`src/rtl/bsg_pkg.sv`:
```
package bsg_pkg;

  typedef enum logic [1:0] {
    PH_IDLE = 2'd0,
    PH_ADDR = 2'd1,
    PH_STRB = 2'd2,
    PH_RECV = 2'd3
  } phase_t;

  typedef struct packed {
    logic addr_style;  // 1: latch pulse, 0: address-valid strobe
    logic wr_style;    // 1: write + high-byte enable, 0: split lane strobes
  } cfg_t;

  localparam cfg_t CFG_RESET = '{addr_style: 1'b1, wr_style: 1'b1};
  localparam int   LANES     = 2;

  // Level of the address pin for a given personality and phase.
  function automatic logic addr_pin_level(input cfg_t cfg, input phase_t ph);
    logic in_cycle;
    in_cycle = (ph == PH_ADDR) || (ph == PH_STRB);
    if (cfg.addr_style) return (ph == PH_ADDR);
    return !in_cycle;
  endfunction

  // Active-low level of a lane write strobe.
  function automatic logic lane_wr_level(input phase_t ph, input logic wr, input logic be);
    return !((ph == PH_STRB) && wr && be);
  endfunction

endpackage

```
`src/rtl/bsg_seq.sv`:
```
module bsg_seq
  import bsg_pkg::*;
#(
  parameter int STROBE_CLKS = 2
) (
  input  logic   clk,
  input  logic   rst_n,
  input  logic   req_valid,
  output phase_t phase,
  output logic   start
);

  localparam int CNT_W = (STROBE_CLKS > 1) ? $clog2(STROBE_CLKS) : 1;
  localparam logic [CNT_W-1:0] CNT_LAST = CNT_W'(STROBE_CLKS - 1);

  logic [CNT_W-1:0] cnt;

  assign start = req_valid && ((phase == PH_IDLE) || (phase == PH_RECV));

  always_ff @(posedge clk or negedge rst_n) begin
    if (!rst_n) begin
      phase <= PH_IDLE;
      cnt   <= '0;
    end else begin
      unique case (phase)
        PH_IDLE: if (start) phase <= PH_ADDR;
        PH_ADDR: begin
          phase <= PH_STRB;
          cnt   <= '0;
        end
        PH_STRB: begin
          if (cnt == CNT_LAST) phase <= PH_RECV;
          else                 cnt   <= cnt + 1'b1;
        end
        PH_RECV: phase <= start ? PH_ADDR : PH_IDLE;
        default: phase <= PH_IDLE;
      endcase
    end
  end

endmodule

```
`src/rtl/bsg_capture.sv`:
```
module bsg_capture
  import bsg_pkg::*;
#(
  parameter int ADDR_W = 16
) (
  input  logic              clk,
  input  logic              rst_n,
  input  logic              start,
  input  cfg_t              cfg_in,
  input  logic              wr_in,
  input  logic [LANES-1:0]  be_in,
  input  logic [ADDR_W-1:0] addr_in,
  output cfg_t              cfg_q,
  output logic              wr_q,
  output logic [LANES-1:0]  be_q,
  output logic [ADDR_W-1:0] addr_q
);

  always_ff @(posedge clk or negedge rst_n) begin
    if (!rst_n) begin
      cfg_q  <= CFG_RESET;
      wr_q   <= 1'b0;
      be_q   <= '0;
      addr_q <= '0;
    end else if (start) begin
      cfg_q  <= cfg_in;
      wr_q   <= wr_in;
      be_q   <= be_in;
      addr_q <= addr_in;
    end
  end

endmodule

```
`src/rtl/bsg_pins.sv`:
```
module bsg_pins
  import bsg_pkg::*;
#(
  parameter int ADDR_W = 16
) (
  input  phase_t            phase,
  input  cfg_t              cfg_q,
  input  logic              wr_q,
  input  logic [LANES-1:0]  be_q,
  input  logic [ADDR_W-1:0] addr_q,
  output logic              addr_pin_o,
  output logic              rd_n_o,
  output logic              wr_pin_o,
  output logic              hb_pin_o,
  output logic              done_o,
  output logic [ADDR_W-1:0] ad_o
);

  logic [LANES-1:0] lane_wr_n;
  logic             in_strobe;
  logic             in_cycle;

  assign in_strobe = (phase == PH_STRB);
  assign in_cycle  = (phase == PH_ADDR) || in_strobe;

  for (genvar g = 0; g < LANES; g++) begin : g_lane
    assign lane_wr_n[g] = lane_wr_level(phase, wr_q, be_q[g]);
  end

  assign addr_pin_o = addr_pin_level(cfg_q, phase);
  assign rd_n_o     = !(in_strobe && !wr_q);
  assign wr_pin_o   = cfg_q.wr_style ? !(in_strobe && wr_q) : lane_wr_n[0];
  assign hb_pin_o   = cfg_q.wr_style ? !(in_cycle && be_q[1]) : lane_wr_n[1];
  assign done_o     = (phase == PH_RECV);
  assign ad_o       = (phase == PH_ADDR) ? addr_q : '0;

endmodule

```
`src/rtl/bus_strobe_gen.sv`:
```
module bus_strobe_gen
  import bsg_pkg::*;
#(
  parameter int ADDR_W      = 16,
  parameter int STROBE_CLKS = 2
) (
  input  logic              clk,
  input  logic              rst_n,
  input  logic              cfg_addr_style,
  input  logic              cfg_wr_style,
  input  logic              req_valid,
  input  logic              req_write,
  input  logic [ADDR_W-1:0] req_addr,
  input  logic [1:0]        req_be,
  output logic              addr_pin_o,
  output logic              rd_n_o,
  output logic              wr_pin_o,
  output logic              hb_pin_o,
  output logic              done_o,
  output logic [ADDR_W-1:0] ad_o
);

  phase_t            phase;
  logic              start;
  cfg_t              cfg_in;
  cfg_t              cfg_q;
  logic              wr_q;
  logic [LANES-1:0]  be_q;
  logic [ADDR_W-1:0] addr_q;

  assign cfg_in = '{addr_style: cfg_addr_style, wr_style: cfg_wr_style};

  bsg_seq #(.STROBE_CLKS(STROBE_CLKS)) u_seq (
    .clk       (clk),
    .rst_n     (rst_n),
    .req_valid (req_valid),
    .phase     (phase),
    .start     (start)
  );

  bsg_capture #(.ADDR_W(ADDR_W)) u_cap (
    .clk     (clk),
    .rst_n   (rst_n),
    .start   (start),
    .cfg_in  (cfg_in),
    .wr_in   (req_write),
    .be_in   (req_be),
    .addr_in (req_addr),
    .cfg_q   (cfg_q),
    .wr_q    (wr_q),
    .be_q    (be_q),
    .addr_q  (addr_q)
  );

  bsg_pins #(.ADDR_W(ADDR_W)) u_pins (
    .phase      (phase),
    .cfg_q      (cfg_q),
    .wr_q       (wr_q),
    .be_q       (be_q),
    .addr_q     (addr_q),
    .addr_pin_o (addr_pin_o),
    .rd_n_o     (rd_n_o),
    .wr_pin_o   (wr_pin_o),
    .hb_pin_o   (hb_pin_o),
    .done_o     (done_o),
    .ad_o       (ad_o)
  );

endmodule

```
`config.mk`:
```
export PLATFORM = sky130hd
export DESIGN_NAME = bus_strobe_gen
export DESIGN_NICKNAME = d
export VERILOG_FILES = /design/src/rtl/bsg_pkg.sv /design/src/rtl/bsg_seq.sv /design/src/rtl/bsg_capture.sv /design/src/rtl/bsg_pins.sv /design/src/rtl/bus_strobe_gen.sv
export SDC_FILE = /design/constraint.sdc
export NUM_CORES = 1
export LEC_CHECK = 0
export BUFFER_PORTS_ARGS = -buffer_cell sky130_fd_sc_hd__buf_2
export CORE_MARGIN = 5
export CORE_UTILIZATION = 40
export DETAILED_ROUTE_END_ITERATION = 7
export PLACE_DENSITY_LB_ADDON = 0.1
export SYNTH_ARGS = -nofsm -noshare
export SYNTH_HDL_FRONTEND = slang
export SYNTH_SLANG_ARGS = --single-unit
export TNS_END_PERCENT = 1
```
`constraint.sdc`:
```
create_clock -name clk -period 2.3 [get_ports clk]
set_clock_uncertainty 0.1 [all_clocks]
set_input_delay 0.23 -clock clk [delete_from_list [all_inputs] [get_ports clk]]
set_output_delay 0.23 -clock clk [all_outputs]
set_load 0.05 [all_outputs]
```
After elaboration in Yosys (flattened, before gate mapping)
Cells that the tools add are included.

cells by class
  $add $sub $neg = 1
  equality and inequality tests = 5
  multiplexer cells = 12
  reductions and logical operators = 18

operator list
  operator                                               count
  2-to-1 mux 16 bit                                      1
  case mux 2 bit (4 select lines)                        1
  zero test 1 bit                                        7
  2-to-1 mux 1 bit                                       7
  logical AND 1 bit                                      6
  == test 2 bit, second input constant                   2
  2-to-1 mux 2 bit                                       2
  == test 2 x 1 -> 1 bit, second input constant          1
  zero test 2 bit                                        1
  logical OR 1 bit                                       2
  inequality test 2 x 1 -> 1 bit, second input constant  1
  inequality test 2 bit, second input constant           1
  case mux 1 bit (2 select lines)                        1
  AND reduction 2 bit                                    1
  nonzero test 2 bit                                     1
  adder 1 bit, second input constant                     1

storage, ports and cells
  register bits after elaboration = 24
  input port bits = 24

Depth between registers and ports, before layout
Gate-level depths: netlist of run 1.

  depth after elaboration = 5
  depth in mapped cells = 5

Hierarchy
A second synthesis of run 1 with hierarchy kept.

unflattened totals
  cell total of the unflattened synthesis = 91
  area total of the unflattened synthesis = 1295.0 sq um

modules (own cells, without submodules)
  module       times used  cells an instance  area an instance (sq um)
  bsg_capture  1           44                 862.1
  bsg_pins     1           28                 216.5
  bsg_seq      1           19                 216.5

Worst setup path before layout of run 1
No wires, ideal clock.

  path type = register to output
  start point = reg u_seq.phase[0]
  end point = out addr_pin_o
  arrival = 1.645 ns
  data required time = 1.970 ns
  path slack = 0.325 ns
  cell stages (with the launch flop) = 4
  cell sequence = dfrtp_1 inv_1 ha_1 mux2i_1

between the ends
  word-level cells in the longest chain between the ends = 4
  elaborated cells on any way between the ends = 6
  those cells by class = 2 x eq/ne; 2 x mux; 2 x reduce/logical

RTL lines
  element                                                         line                          RTL
  start, declared                                                 bsg_seq.sv:9                  output phase_t phase,
  start signal, assigned                                          bsg_seq.sv:35                 PH_RECV: phase <= start ? PH_ADDR : PH_IDLE;
  == test 2 x 1 -> 1 bit / == test 2 bit (equally long branches)  bsg_pkg.sv:21, bsg_pkg.sv:22
  logical OR 1 bit                                                bsg_pkg.sv:21                 in_cycle = (ph == PH_ADDR) || (ph == PH_STRB);
  zero test 1 bit                                                 bsg_pkg.sv:23                 return !in_cycle;
  2-to-1 mux 1 bit *                                              bsg_pkg.sv:23
  end, declared                                                   bus_strobe_gen.sv:15          output logic addr_pin_o,

Every way passes the cells marked *; elsewhere a longest branch is shown, timed or not. The select of a mux whose other input is x is not followed.

Worst setup path in the final report of run 1
  start point = reg u_seq.phase[1]
  end point = out ad_o[2]

between the ends
  word-level cells in the longest chain between the ends = 2

RTL lines
  element                 line                  RTL
  == test 2 x 1 -> 1 bit  bsg_pins.sv:35        assign ad_o = (phase == PH_ADDR) ? addr_q : '0;
  2-to-1 mux 16 bit       bsg_pins.sv:35
  end, declared           bus_strobe_gen.sv:20  output logic [ADDR_W-1:0] ad_o

Every way passes these cells.

==> impl_metrics.yaml, run 1 <==
floorplan:
  fp-row-count: 20
  die-area_um2: 4330
  ios: 45
  die_x_um: 65.8
  dieHeight_um: 65.8
  start_util: 0.412
  core-area_um2: 3030
routing:
  antenna_left: 0
  first_iter_violations: 16
  drt_wl_total_um: 2550
  dr_total_vias: 821
  vias_per_cell: 4.44
  dr.pass1.iters: 4
  routedWlPerCell_um: 13.8
  drc: 0
setup_path:
  rrSetupSlack_ns: 0.38
  required_ns: 1.97
  end_kind: "output pin"
  crit_fanout: 12
  worstPathArrival_ns: 1.75
  critPathLaunch: "u_seq.phase[1]"
  reg2reg_depth: 5
  r2r-end: "u_cap.addr_q[13]"
  startpoint_type: "register"
  rr_startpoint: "u_seq.phase[1]"
  crit_type: "reg2out"
place:
  dp_slack_ns: 0.401
  io_buffer_count: 44
  dp_cells: 179
  place_congestion: 0.758
logic_synthesis:
  synth_seq_cells: 24
  syn_nets: 120
  synth_largest_area_cell: "dfrtp_1"
  syn_area_um2: 1250
  seq_area_frac_synth: 0.484
  synth-warning-count: 0
  syn_area_per_cell_um2: 13.7
  synthTopCellsByArea: "dfrtp_1 (44%), mux2_4 (24%), and2_1 (8.0%)"
  synth_cell_type_count: 20
  synth_top_cell_area_share: 0.442
  synthCells: 91
sta:
  slew_viol_final: 0
  worst_pin_slew_ns: 0.548
  relSlewSlack: 0.635
  final.min_clock_period_ns: 2.08
  period_share: 0.904
  final-setup-viol-count: 0
  finalWorstSetupSlack_ns: 0.221
  rsz0062_at_grt: "false"
  tns_ns: 0
  final-hold-violation-count: 0
  fmax_ghz: 0.481
hold_path:
  hold_path_depth: 2
  min-delay-start: "req_be[0]"
  min_to: "u_cap.be_q[0]"
  hold_class: "in2reg"
clocking:
  cts_tree: "built"
  cts_buffers: 3
  clock_tree.buffer_depth: 2
  root_buffer: "clkbuf_4"
  h-tree-depth: 1
  clk_pin_slew_ns: 0.14
  cts_sinks: 24
  postCtsSetupRepairBufs: 0
  insertion_delay_ns: 0.32
run:
  drv_cap: 0
global_routing:
  grt_use_total: 0.128
  antenna_found_initial: 0
  grt_pass1_wl_um: 4210
  grt_overflow: 0
  grt_max_degree: 25
  grt_pass1_vias: 891
cells_and_area:
  final_nets: 171
  area_growth_pct: 25.7
  post-route-util: 0.517
  drive_gt1_frac: 0.539
  num_antenna_cells: 0
  instances_no_fill: 185
power:
  p_leak_nw: 0.815
  vdd_drop_max_mv: 0.637
  p_per_area_nw_per_um2: 1740
status:
  status: "completed"
-- cells by family after synthesis --
| logic type | share of synthesized area |
|---|---|
| muxes | 0.267 |
| buffers and inverters | 0.0392 |
| adders and majority gates | 0.0502 |
| DFF | 0.484 |
| AOI/OAI and AO/OA | 0.0432 |
| and+or+nand+nor | 0.116 |
-- through the flow --
stage | total power, W | area, um^2 | hold WS, ns
floorplan | 0.00221 | 1250 | -0.166
global placement | 0.00250 | 1510 | 0.150
detailed placement | 0.00253 | 1510 | 0.157
CTS | 0.00277 | 1560 | 0.0147
global route | 0.00291 | 1570 | 0.00497
finish | 0.00272 | 1570 | 0.0317
-- state kept, by name, indices dropped and copies added, names as in the netlist --
name          count
u_cap.addr_q     16
u_seq.cnt         1
u_cap.cfg_q       2
u_cap.wr_q        1
u_seq.phase       2
u_cap.be_q        2
-- cell usage after synthesis, drive strengths merged --
| cell | count |
|---|---|
| a21o | 1 |
| nand2b | 2 |
| nand2 | 4 |
| inv | 4 |
| nor2 | 1 |
| mux2 | 22 |
| o211ai | 1 |
| clkbuf | 1 |
| o21ai | 3 |
| mux2i | 1 |
| o21a | 1 |
| and2 | 16 |
| nor2b | 1 |
| buf | 2 |
| dfrtp | 22 |
| o2bb2a | 1 |
| a31oi | 1 |
| dfstp | 2 |
| ha | 5 |
-- worst max-delay path, stage by stage (launching register included) --
cell and delay (ns):
dfrtp_1 0.47, inv_1 0.10, ha_1 0.27, buf_4 0.20
and2_1 0.13, buf_2 0.25
-- cell type report --
class / instances / area (um^2)
Fill cell: 268 / 1460
Sequential cell: 24 / 603
Multi-Input combinational cell: 60 / 594
Timing Repair Buffer: 49 / 263
Tap cell: 44 / 55.1
Clock buffer: 4 / 36.3
Inverter: 4 / 15.0
-- routing by layer --
metal,vias to the layer above,routed length [um],GRT usage
met2,30,1180,0.215
met4,0,31,0.0466
li1,404,-,-
met1,383,1170,0.158
met5,-,0,0
met3,4,171,0.0306
-- report_power, final --
part	leakage [nW]	internal [W]	switching, W
clock	0.0210	0.0000967	0.000129
combinational	0.514	0.000714	0.000992
sequential	0.280	0.000657	0.000136
total	0.815	0.00147	0.00126
-- placed cells by master (no fill, tap or decap) --
cell type      instances
a21o_1                 1
a31oi_1                1
and2_1                16
buf_2                 44
buf_4                  3
clkbuf_4               3
clkbuf_8               1
dfrtp_1               22
dfstp_2                2
dlygate4sd3_1          2
ha_1                   5
inv_1                  4
mux2_2                 2
mux2_4                20
mux2i_1                1
nand2_1                4
nand2b_1               2
nor2_1                 1
nor2b_4                1
o211ai_1               1
o21a_1                 1
o21ai_0                3
o2bb2a_1               1
-- worst max-delay path by stage --
stage                            to  slack [ns]
floorplan                addr_pin_o        0.32
CTS                         ad_o[2]        0.16
detailed placement  u_cap.addr_q[7]        0.40
finish                      ad_o[2]        0.22
global placement    u_cap.addr_q[1]        0.46
global route               ad_o[10]        0.04
-- repair_timing --
action / in CTS / in global routing
hold buffers: 1 / 1
resized for setup: 0 / 0
setup endpoints to repair: 0 / 0
endpoints found under the hold margin: 22 / 1
(Power assumes the default switching activity.)
==> run 2, diff against run 1 <==
- clock period: 2.3 -> 2.25 ns (I/O delays scaled with it)
==> run 2 against run 1 <==
First-iteration DRC count did not move. Final cell count rose by 0.54%. Global-route usage did not move. Sequential power rose by 2%. Critical path depth rose by 1. Register-to-register slack got worse by 0.05 ns. Core utilization rose by 0.41 points. Sequential share of layout area fell by 0.31 points. Routed wire length rose by 0.39%. Critical path type unchanged. Critical endpoint is now hb_pin_o.
==> impl_metrics.yaml, run 2 (synthesis results as in run 1) <==
global_routing:
  grt_pass1_vias: 891
  antenna_found_initial: 0
  grt_overflow: 0
  grt_use_total: 0.128
  grt_pass1_wl_um: 4210
  grt_max_degree: 25
sta:
  timing.hold.ws_ns: 0.0256
  final.min_clock_period_ns: 2.07
  tns_ns: 0
  slew_viol_final: 0
  final-setup-viol-count: 0
  worst_pin_slew_ns: 0.547
  final-hold-violation-count: 0
  relSlewSlack: 0.635
  fmax_ghz: 0.482
  rsz0062_at_grt: "false"
  period_share: 0.921
cells_and_area:
  largest_reg_flops: 16
  drive_gt1_frac: 0.542
  multi_input_comb_area_um2: 597
  most-common-layout-cells: "buf_2 (44), dfrtp_1 (22), mux2_4 (20)"
  instances_no_fill: 186
  seqCellArea_um2: 603
  layout_commonest_cell: "buf_2"
  final_nets: 172
  area_growth_pct: 26.7
  top_register: "u_cap.addr_q"
  nFillCells: 267
  num_antenna_cells: 0
setup_path:
  cp_top_family: "flip-flops"
  critPathMaxStageDelay_ns: 0.44
  startpoint_type: "register"
  end_kind: "output pin"
  crit_type: "reg2out"
  worstPathArrival_ns: 1.75
  crit_chain: "inv_1 -> ha_1 -> nand2_1 -> o21ai_0 -> nand2_1 -> buf_2"
  crit_buf_inv: 2
  required_ns: 1.92
  cp_common_cell: "nand2_1"
  cp_slowest_cell: "dfrtp_1"
  crit_fanout: 5
routing:
  antenna_left: 0
  dr_total_vias: 826
  vias_per_cell: 4.44
  drt_wl_total_um: 2560
  first_iter_violations: 16
  dr.pass1.iters: 4
  routedWlPerCell_um: 13.7
  drc: 0
clocking:
  cts_buffers: 3
  h-tree-depth: 1
  clock_tree.buffer_depth: 2
  cts_sinks: 24
  clk_pin_slew_ns: 0.14
  insertion_delay_ns: 0.32
  cts_tree: "built"
  root_buffer: "clkbuf_4"
power:
  p_per_area_nw_per_um2: 1770
  comb_power_share: 0.627
  internal_power_w: 0.00150
  p_leak_nw: 0.818
  clkPwrFrac: 0.083
  p_sw_frac: 0.461
  vdd_drop_max_mv: 0.653
  switchingPower_w: 0.00129
  pwr-share-seq: 0.291
floorplan:
  ios: 45
  die-area_um2: 4330
  die_x_um: 65.8
  start_util: 0.412
  dieHeight_um: 65.8
  core-area_um2: 3030
  fp-row-count: 20
hold_path:
  hold_class: "in2reg"
place:
  dp_cells: 179
  io_buffer_count: 44
  place_congestion: 0.758
run:
  drv_cap: 0
status:
  status: "completed"
## run 2: layout make-up
cell class                 instances  share of cell area
sequential                        24               0.382
tap                               44              0.0349
multi-input combinational         60               0.378
inverter                           4             0.00951
clock buffer                       4              0.0230
timing repair buffer              50               0.173
## run 2: metrics by stage
| stage | area [um^2] | setup WS (ns) | power, W | util |
|---|---|---|---|---|
| finish | 1580 | 0.177 | 0.00279 | 0.521 |
| global route | 1580 | 0.0391 | 0.00298 | 0.521 |
| CTS | 1560 | 0.113 | 0.00284 | 0.514 |
| detailed placement | 1510 | 0.351 | 0.00258 | 0.499 |
| global placement | 1510 | 0.407 | 0.00255 | 0.499 |
| floorplan | 1250 | 0.280 | 0.00226 | - |
## run 2: metal layers
| layer | share of wire | track usage | wire length (um) |
|---|---|---|---|
| met1 | 0.46 | 0.158 | 1160 |
| met2 | 0.46 | 0.215 | 1180 |
| met3 | 0.068 | 0.0306 | 175 |
| met4 | 0.012 | 0.0466 | 31 |
| met5 | 0 | 0 | 0 |
## run 2: power by group through the flow
| stage | logic [W] | registers, W | clock network (W) |
|---|---|---|---|
| after floorplan | 0.00149 | 0.000775 | 0 |
| after global routing | 0.00187 | 0.000842 | 0.000268 |
| final | 0.00175 | 0.000811 | 0.000231 |
| after detailed placement | 0.00176 | 0.000824 | 0 |
| after CTS | 0.00177 | 0.000814 | 0.000248 |
| after global placement | 0.00174 | 0.000811 | 0 |
## run 2: path summary, 6_finish.rpt
path                            slack, ns            from                to  depth (start not counted)
min in group asynchronous            0.31           rst_n    u_seq.phase[1]                          2
max in group asynchronous            1.36           rst_n    u_cap.cfg_q[1]                          2
worst max register to register       0.33  u_seq.phase[0]  u_cap.addr_q[13]                          5
worst min register to register       0.42       u_seq.cnt         u_seq.cnt                          1
worst min-delay path                 0.03       req_be[0]     u_cap.be_q[0]                          2
worst max-delay path                 0.18  u_seq.phase[0]          hb_pin_o                          6
## run 2: what timing repair did
item | CTS | global route
setup endpoints to repair | 0 | 1
setup buffers | 0 | 0
hold buffers | 1 | 2
resized for setup | 0 | 1
endpoints found under the hold margin | 22 | 2
